$ cat config.mk
export PLATFORM = sky130hd
export DESIGN_NAME = edc_sched
export DESIGN_NICKNAME = d
export VERILOG_FILES = /design/src/rtl/edc_pkg.sv /design/src/rtl/edc_cap_table.sv /design/src/rtl/edc_budget.sv /design/src/rtl/edc_release_queue.sv /design/src/rtl/edc_sched.sv
export SDC_FILE = /design/constraint.sdc
export NUM_CORES = 2
export LEC_CHECK = 0
export BUFFER_PORTS_ARGS = -buffer_cell sky130_fd_sc_hd__buf_2
export CORE_UTILIZATION = 30
export CTS_BUF_LIST = sky130_fd_sc_hd__clkbuf_4 sky130_fd_sc_hd__clkbuf_8
export CTS_CLUSTER_DIAMETER = 30
export CTS_CLUSTER_SIZE = 12
export DETAILED_ROUTE_END_ITERATION = 10
export GPL_TIMING_DRIVEN = 0
export PLACE_DENSITY = 0.42
export SLEW_MARGIN = 5
export SYNTH_ARGS = -nofsm -noshare
export SYNTH_HDL_FRONTEND = slang
export SYNTH_SLANG_ARGS = --single-unit
$ cat constraint.sdc
create_clock -name clk -period 22.7 [get_ports clk]
set_clock_uncertainty 0.1 [all_clocks]
set_input_delay 4.54 -clock clk [delete_from_list [all_inputs] [get_ports clk]]
set_output_delay 4.54 -clock clk [all_outputs]
set_load 0.05 [all_outputs]
$ cat src/rtl/edc_pkg.sv
package edc_pkg;
    localparam int unsigned TS_W = 32;
    typedef logic [TS_W-1:0] ts_t;

    // now has reached or passed due, modulo 2^TS_W
    function automatic logic ts_reached(ts_t now_v, ts_t due_v);
        ts_t diff;
        diff = now_v - due_v;
        return ~diff[TS_W-1];
    endfunction

    // a lies strictly after b, modulo 2^TS_W
    function automatic logic ts_after(ts_t a, ts_t b);
        ts_t diff;
        diff = a - b;
        return ~diff[TS_W-1] && (diff != '0);
    endfunction
endpackage

$ cat src/rtl/edc_cap_table.sv
module edc_cap_table
    import edc_pkg::*;
#(
    parameter int unsigned ADDR_W = 3
) (
    input  logic              clk,
    input  logic              rst_n,
    input  logic              wr_en,
    input  logic [ADDR_W-1:0] wr_addr,
    input  ts_t               wr_data,
    input  logic [ADDR_W-1:0] rd_addr,
    output ts_t               rd_data
);
    localparam int unsigned NENT = 1 << ADDR_W;

    typedef struct packed {
        logic [NENT-1:0][TS_W-1:0] cap;
    } tbl_t;

    tbl_t st_d, st_q;

    always_comb begin
        st_d = st_q;
        if (wr_en) st_d.cap[wr_addr] = wr_data;
    end

    always_ff @(posedge clk) begin
        if (!rst_n) st_q <= '0;
        else        st_q <= st_d;
    end

    // old value is read for a lookup in the same cycle as a write
    assign rd_data = st_q.cap[rd_addr];

    p_cfg_lands_r9: assert property (@(posedge clk) disable iff (!rst_n)
        wr_en |=> st_q.cap[$past(wr_addr)] == $past(wr_data));
endmodule

$ cat src/rtl/edc_budget.sv
module edc_budget
    import edc_pkg::*;
(
    input  ts_t  now_i,
    input  ts_t  ingress_i,
    input  ts_t  acc_i,
    input  ts_t  cap_i,
    input  logic tail_vld_i,
    input  ts_t  tail_rel_i,
    output ts_t  rel_o,
    output logic over_o
);
    ts_t             last_res;
    logic [TS_W:0]   total;
    ts_t             comp;
    ts_t             own_rel;

    always_comb begin
        last_res = now_i - ingress_i;
        total    = {1'b0, acc_i} + {1'b0, last_res};
        if (total > {1'b0, cap_i}) begin
            over_o = 1'b1;
            comp   = '0;
        end else begin
            over_o = 1'b0;
            comp   = cap_i - total[TS_W-1:0];
        end
        own_rel = now_i + comp;
        // never overtake the entry queued last
        if (tail_vld_i && ts_after(tail_rel_i, own_rel)) rel_o = tail_rel_i;
        else                                             rel_o = own_rel;
    end
endmodule

$ cat src/rtl/edc_release_queue.sv
module edc_release_queue
    import edc_pkg::*;
#(
    parameter int unsigned DEPTH = 4,
    parameter int unsigned DW    = 11
) (
    input  logic          clk,
    input  logic          rst_n,
    input  ts_t           now_i,
    input  logic          push_i,
    input  ts_t           push_rel_i,
    input  logic [DW-1:0] push_dat_i,
    input  logic          pop_i,
    output logic          full_o,
    output logic          tail_vld_o,
    output ts_t           tail_rel_o,
    output logic          due_o,
    output logic [DW-1:0] head_dat_o
);
    localparam int unsigned PTR_W = (DEPTH > 1) ? $clog2(DEPTH) : 1;
    localparam int unsigned CNT_W = $clog2(DEPTH + 1);
    localparam logic [PTR_W-1:0] LAST = PTR_W'(DEPTH - 1);

    typedef struct packed {
        logic [DEPTH-1:0][TS_W-1:0] rel;
        logic [DEPTH-1:0][DW-1:0]   dat;
        logic [PTR_W-1:0]           rd;
        logic [PTR_W-1:0]           wr;
        logic [CNT_W-1:0]           cnt;
    } q_t;

    q_t st_d, st_q;

    function automatic logic [PTR_W-1:0] nxt(logic [PTR_W-1:0] p);
        return (p == LAST) ? '0 : p + 1'b1;
    endfunction

    logic [PTR_W-1:0] tail_idx;
    logic [PTR_W-1:0] sec_idx;

    always_comb begin
        tail_idx = (st_q.wr == '0) ? LAST : st_q.wr - 1'b1;
        sec_idx  = nxt(st_q.rd);
    end

    always_comb begin
        st_d = st_q;
        if (pop_i) st_d.rd = nxt(st_q.rd);
        if (push_i) begin
            st_d.rel[st_q.wr] = push_rel_i;
            st_d.dat[st_q.wr] = push_dat_i;
            st_d.wr           = nxt(st_q.wr);
        end
        st_d.cnt = st_q.cnt + CNT_W'(push_i) - CNT_W'(pop_i);
    end

    always_ff @(posedge clk) begin
        if (!rst_n) st_q <= '0;
        else        st_q <= st_d;
    end

    assign full_o     = (st_q.cnt == CNT_W'(DEPTH));
    assign tail_vld_o = (st_q.cnt != '0);
    assign tail_rel_o = st_q.rel[tail_idx];
    assign due_o      = (st_q.cnt != '0) && ts_reached(now_i, st_q.rel[st_q.rd]);
    assign head_dat_o = st_q.dat[st_q.rd];

    p_push_room_r7: assert property (@(posedge clk) disable iff (!rst_n)
        push_i |-> st_q.cnt < CNT_W'(DEPTH));
    p_cnt_bound_r7: assert property (@(posedge clk) disable iff (!rst_n)
        st_q.cnt <= CNT_W'(DEPTH));
    p_order_r6: assert property (@(posedge clk) disable iff (!rst_n)
        (st_q.cnt >= CNT_W'(2)) |-> !ts_after(st_q.rel[st_q.rd], st_q.rel[sec_idx]));
endmodule

$ cat src/rtl/edc_sched.sv
module edc_sched
    import edc_pkg::*;
#(
    parameter int unsigned FLOW_W    = 2,
    parameter int unsigned PATH_W    = 1,
    parameter int unsigned TAG_W     = 8,
    parameter int unsigned DEPTH     = 4,
    parameter logic [31:0] TIME_INIT = 32'h0
) (
    input  logic              clk,
    input  logic              rst_n,
    input  logic              cfg_we,
    input  logic [FLOW_W-1:0] cfg_flow,
    input  logic [PATH_W-1:0] cfg_path,
    input  logic [31:0]       cfg_cap,
    input  logic              in_valid,
    output logic              in_ready,
    input  logic [FLOW_W-1:0] in_flow,
    input  logic [PATH_W-1:0] in_path,
    input  logic [31:0]       in_acc_res,
    input  logic [31:0]       in_ingress_ts,
    input  logic [TAG_W-1:0]  in_tag,
    output logic              out_valid,
    input  logic              out_ready,
    output logic [FLOW_W-1:0] out_flow,
    output logic [PATH_W-1:0] out_path,
    output logic [TAG_W-1:0]  out_tag,
    output logic              over_budget,
    output logic [31:0]       now
);
    localparam int unsigned ADDR_W = FLOW_W + PATH_W;
    localparam int unsigned DW     = FLOW_W + PATH_W + TAG_W;

    typedef struct packed {
        ts_t  now;
        logic over;
    } top_t;

    top_t st_d, st_q;

    ts_t           cap_rd;
    ts_t           rel_w;
    logic          over_w;
    logic          full_w;
    logic          tail_vld_w;
    ts_t           tail_rel_w;
    logic          due_w;
    logic [DW-1:0] head_w;
    logic          accept;
    logic          pop;

    assign in_ready = !full_w;
    assign accept   = in_valid && !full_w;
    assign pop      = due_w && out_ready;

    edc_cap_table #(.ADDR_W(ADDR_W)) u_caps (
        .clk     (clk),
        .rst_n   (rst_n),
        .wr_en   (cfg_we),
        .wr_addr ({cfg_flow, cfg_path}),
        .wr_data (cfg_cap),
        .rd_addr ({in_flow, in_path}),
        .rd_data (cap_rd)
    );

    edc_budget u_budget (
        .now_i      (st_q.now),
        .ingress_i  (in_ingress_ts),
        .acc_i      (in_acc_res),
        .cap_i      (cap_rd),
        .tail_vld_i (tail_vld_w),
        .tail_rel_i (tail_rel_w),
        .rel_o      (rel_w),
        .over_o     (over_w)
    );

    edc_release_queue #(.DEPTH(DEPTH), .DW(DW)) u_queue (
        .clk        (clk),
        .rst_n      (rst_n),
        .now_i      (st_q.now),
        .push_i     (accept),
        .push_rel_i (rel_w),
        .push_dat_i ({in_flow, in_path, in_tag}),
        .pop_i      (pop),
        .full_o     (full_w),
        .tail_vld_o (tail_vld_w),
        .tail_rel_o (tail_rel_w),
        .due_o      (due_w),
        .head_dat_o (head_w)
    );

    always_comb begin
        st_d      = st_q;
        st_d.now  = st_q.now + 1'b1;
        st_d.over = st_q.over | (accept & over_w);
    end

    always_ff @(posedge clk) begin
        if (!rst_n) begin
            st_q.now  <= TIME_INIT;
            st_q.over <= 1'b0;
        end else begin
            st_q <= st_d;
        end
    end

    assign now         = st_q.now;
    assign over_budget = st_q.over;
    assign out_valid   = due_w;
    assign out_flow    = head_w[DW-1 -: FLOW_W];
    assign out_path    = head_w[TAG_W +: PATH_W];
    assign out_tag     = head_w[TAG_W-1:0];

    p_time_step_r2: assert property (@(posedge clk) disable iff (!rst_n)
        1'b1 |=> st_q.now == $past(st_q.now) + 1'b1);
    p_sticky_r5: assert property (@(posedge clk) disable iff (!rst_n)
        st_q.over |=> st_q.over);
    p_out_hold_r8: assert property (@(posedge clk) disable iff (!rst_n)
        (out_valid && !out_ready) |=> out_valid && $stable({out_flow, out_path, out_tag}));
endmodule

==> impl_metrics.tcl <==
set metrics [dict create \
    finalHoldViolations 0 \
    ys.flop_type "dfxtp_1" \
    rr_worst_depth 66 \
    synth.most_common_cell "nand2_1" \
    max_stage_delay_ns 0.62 \
    syn_inst 4044 \
    yosys_register_bits 468 \
    io_buffers 122 \
    crit_required_ns 23.26 \
    fmaxAchievable_mhz 46.6 \
    drive_above_1_share_pct 15.8 \
    cts_buffer_depth 3 \
    hold_buffers 0 \
    wl_per_cell_um 24.0 \
    cts-resized-gates 0 \
    wl_mm 143 \
    drc 0 \
    chipHeight_um 337 \
    grt_usage_pct 24.8 \
    syn_area_um2 33800 \
    synth_top_area_share_pct 27.8 \
    cpMostUsedCell "o21ai_0" \
    tns_ns 0 \
    syn_avg_cell_area_um2 8.35 \
    hold_depth 2 \
    cts_root_buffer "clkbuf_8" \
    power_density_nw_per_um2 89.3 \
    ys_top_cells_by_count "nand2_1 (842), dfxtp_1 (468), a21boi_0 (300)" \
    worstPathMaxFanout 10 \
    pin_count 161 \
    via_count 32000 \
    vias_per_cell 5.39 \
    reg2reg_from "now[0]$_SDFF_PN0_" \
    area_growth_pct 17.9 \
    regToRegEndpoint "u_queue.st_q[88]$_SDFFE_PN0P_" \
    synth_area_leaders "dfxtp_1 (28%), nand2_1 (9.4%), mux4_2 (9.1%)" \
    dpl.hpwl_mm 110 \
    cts_tree "built" \
    grt.overflow.total 0 \
    stdcell_count 5937 \
    fill_cells 11900 \
    drt_iter0_markers 2394 \
    syn-num-nets 4382 \
    netlist-cell-type-count 104 \
    routabilityCongestion 0.901 \
    worstSkewPairLatency_ns 0.84 \
    crit_path_end_kind "register" \
    ir_worst_vdd_uv 47.4 \
    cpLargestDelayFamily "simple AND/OR/NAND/NOR gates" \
    worstSetupPathType "in2reg" \
    layout.nets 4660 \
    dp_cells 5654 \
    async_flop_share_pct 0 \
    max_cap_violations 0 \
    r2r_slack_ns 4.55 \
    arrival_ns 22.03 \
    tightest_slew_ns 1.30 \
    status "complete, no violations" \
    clk_pin_slew_ns 0.05 \
    grt_pass1_vias 31300 \
    synth_largest_area_cell "dfxtp_1" \
    maxSlewHeadroom_pct 13.3 \
    leakage_nw 15.5 \
    initial_core_util_pct 30.4 \
    yosys_warnings 0 \
    critPathLaunchType "input pin" \
    drtPass1Iterations 6 \
    synth_edf_count 0 \
    clock_sinks 468 \
    min_period_ns 21.47 \
    path_buf_inv 6 \
    regArea_um2 9370 \
    rsz0062_at_grt "no" \
    grt_max_degree 17 \
    row_count 122 \
    ant_nets 0 \
    ys_seq_area_share_pct 27.8 \
    setup_viol 0 \
    cts_setup_buffers 0 \
    antenna_found_initial 10 \
    post-route-period-util_pct 94.6 \
    slew_violations 0 \
    hp-class "reg2reg" \
    die_w_um 337 \
    grt_pass1_wl_mm 209 \
    coreArea_um2 111000 \
    multiInputGateArea_um2 22400 \
    cts_max_level 4 \
    hold_start "u_caps.st_q[65]$_SDFFE_PN0P_" \
    cts_buffers 154 \
    critical-path-slowest-cell "xor2_1" \
    worst_hold_path.endpoint "u_caps.st_q[65]$_SDFFE_PN0P_" \
    dieArea_um2 114000 \
]
sequential cells by signal (all words and copies together), names as in the netlist:
signal        count
over_budget       1
u_caps.st_q     256
u_queue.st_q    179
now              32
cells by family after synthesis:
| family | share of synthesized area, % |
|---|---|
| AO/OA/AOI/OAI | 22.5 |
| flip-flops | 27.8 |
| AND/OR/NAND/NOR | 20.7 |
| buffers and inverters | 5.98 |
| adder cells (fa/ha/maj) | 8.46 |
| XOR/XNOR | 4.10 |
| multiplexers | 10.5 |
worst max path at each step:
stage                                 from                              to  slack, ns  cells after the start
final                     in_ingress_ts[0]   u_queue.st_q[88]$_SDFFE_PN0P_       1.23                     66
after global routing      in_ingress_ts[0]   u_queue.st_q[89]$_SDFFE_PN0P_       0.03                     68
after CTS                 in_ingress_ts[0]   u_queue.st_q[88]$_SDFFE_PN0P_       1.15                     68
after detailed placement  in_ingress_ts[0]   u_queue.st_q[78]$_SDFFE_PN0P_       0.37                     68
after global placement    in_ingress_ts[0]   u_queue.st_q[78]$_SDFFE_PN0P_       0.29                     68
after floorplan           in_ingress_ts[0]  u_queue.st_q[161]$_SDFFE_PN0P_       5.39                     70
worst min-delay path, stage by stage, from the launching register on:
cell,delay [ns]
dfxtp_1,0.30
nand2_1,0.04
a21boi_0,0.06
where the power goes:
part / total, mW / switching, mW / internal (mW)
Sequential: 0.875 / 0.0208 / 0.854
Clock: 1.48 / 0.539 / 0.938
Combinational: 1.20 / 0.825 / 0.378
cells in the final DEF (no fill, tap or decap), types with 22 or more instances in the layout:
cell / n
o21ai_0: 85
nand2b_1: 29
clkbuf_4: 47
nor2b_1: 34
o21a_1: 26
nor2_1: 176
a21boi_0: 300
nor3_1: 47
clkbuf_2: 34
clkbuf_8: 192
clkbuf_1: 222
inv_1: 182
mux4_2: 137
o211ai_2: 26
dfxtp_1: 468
buf_2: 146
and3_1: 44
ha_1: 217
xnor2_1: 95
a21o_1: 61
o211ai_1: 70
and2_1: 52
a21oi_1: 107
nand3_1: 144
nand4_1: 34
xor2_1: 53
nor4_1: 50
nand2_1: 842
a221o_1: 27
a311o_1: 82
mux2i_1: 42
a31oi_1: 22
per-layer routing:
metal | global-route usage [%] | vias to the layer above | wire, um
met5 | 0 | - | 41
met4 | 9.40 | 6 | 4940
met3 | 4.69 | 256 | 8210
met2 | 39.4 | 1049 | 64100
met1 | 33.2 | 15500 | 65400
li1 | - | 15200 | -
metrics by stage:
step                      hold WS, ns  power [mW]  setup slack, ns  utilization, %  area, um2
after CTS                       0.362        3.56             1.15            35.8      39800
after global routing            0.377        3.71           0.0343            35.8      39800
final                           0.359        3.56             1.23            35.8      39800
after floorplan                 0.332        1.66             5.39               -      33800
after global placement          0.350        2.07            0.285            32.6      36200
after detailed placement        0.355        2.07            0.367            32.6      36200
final cells by class:
type                    count  area share (%)
flip-flops and latches    468            23.5
clock buffers             239            7.53
inverters                 182            1.72
clock inverters            41            1.43
multi-input cells        3084            56.2
plain buffers             310            3.36
diodes                      3          0.0189
well taps                1488            4.68
repair buffers            122            1.53
Note: power is estimated with default switching activity, not from simulation.
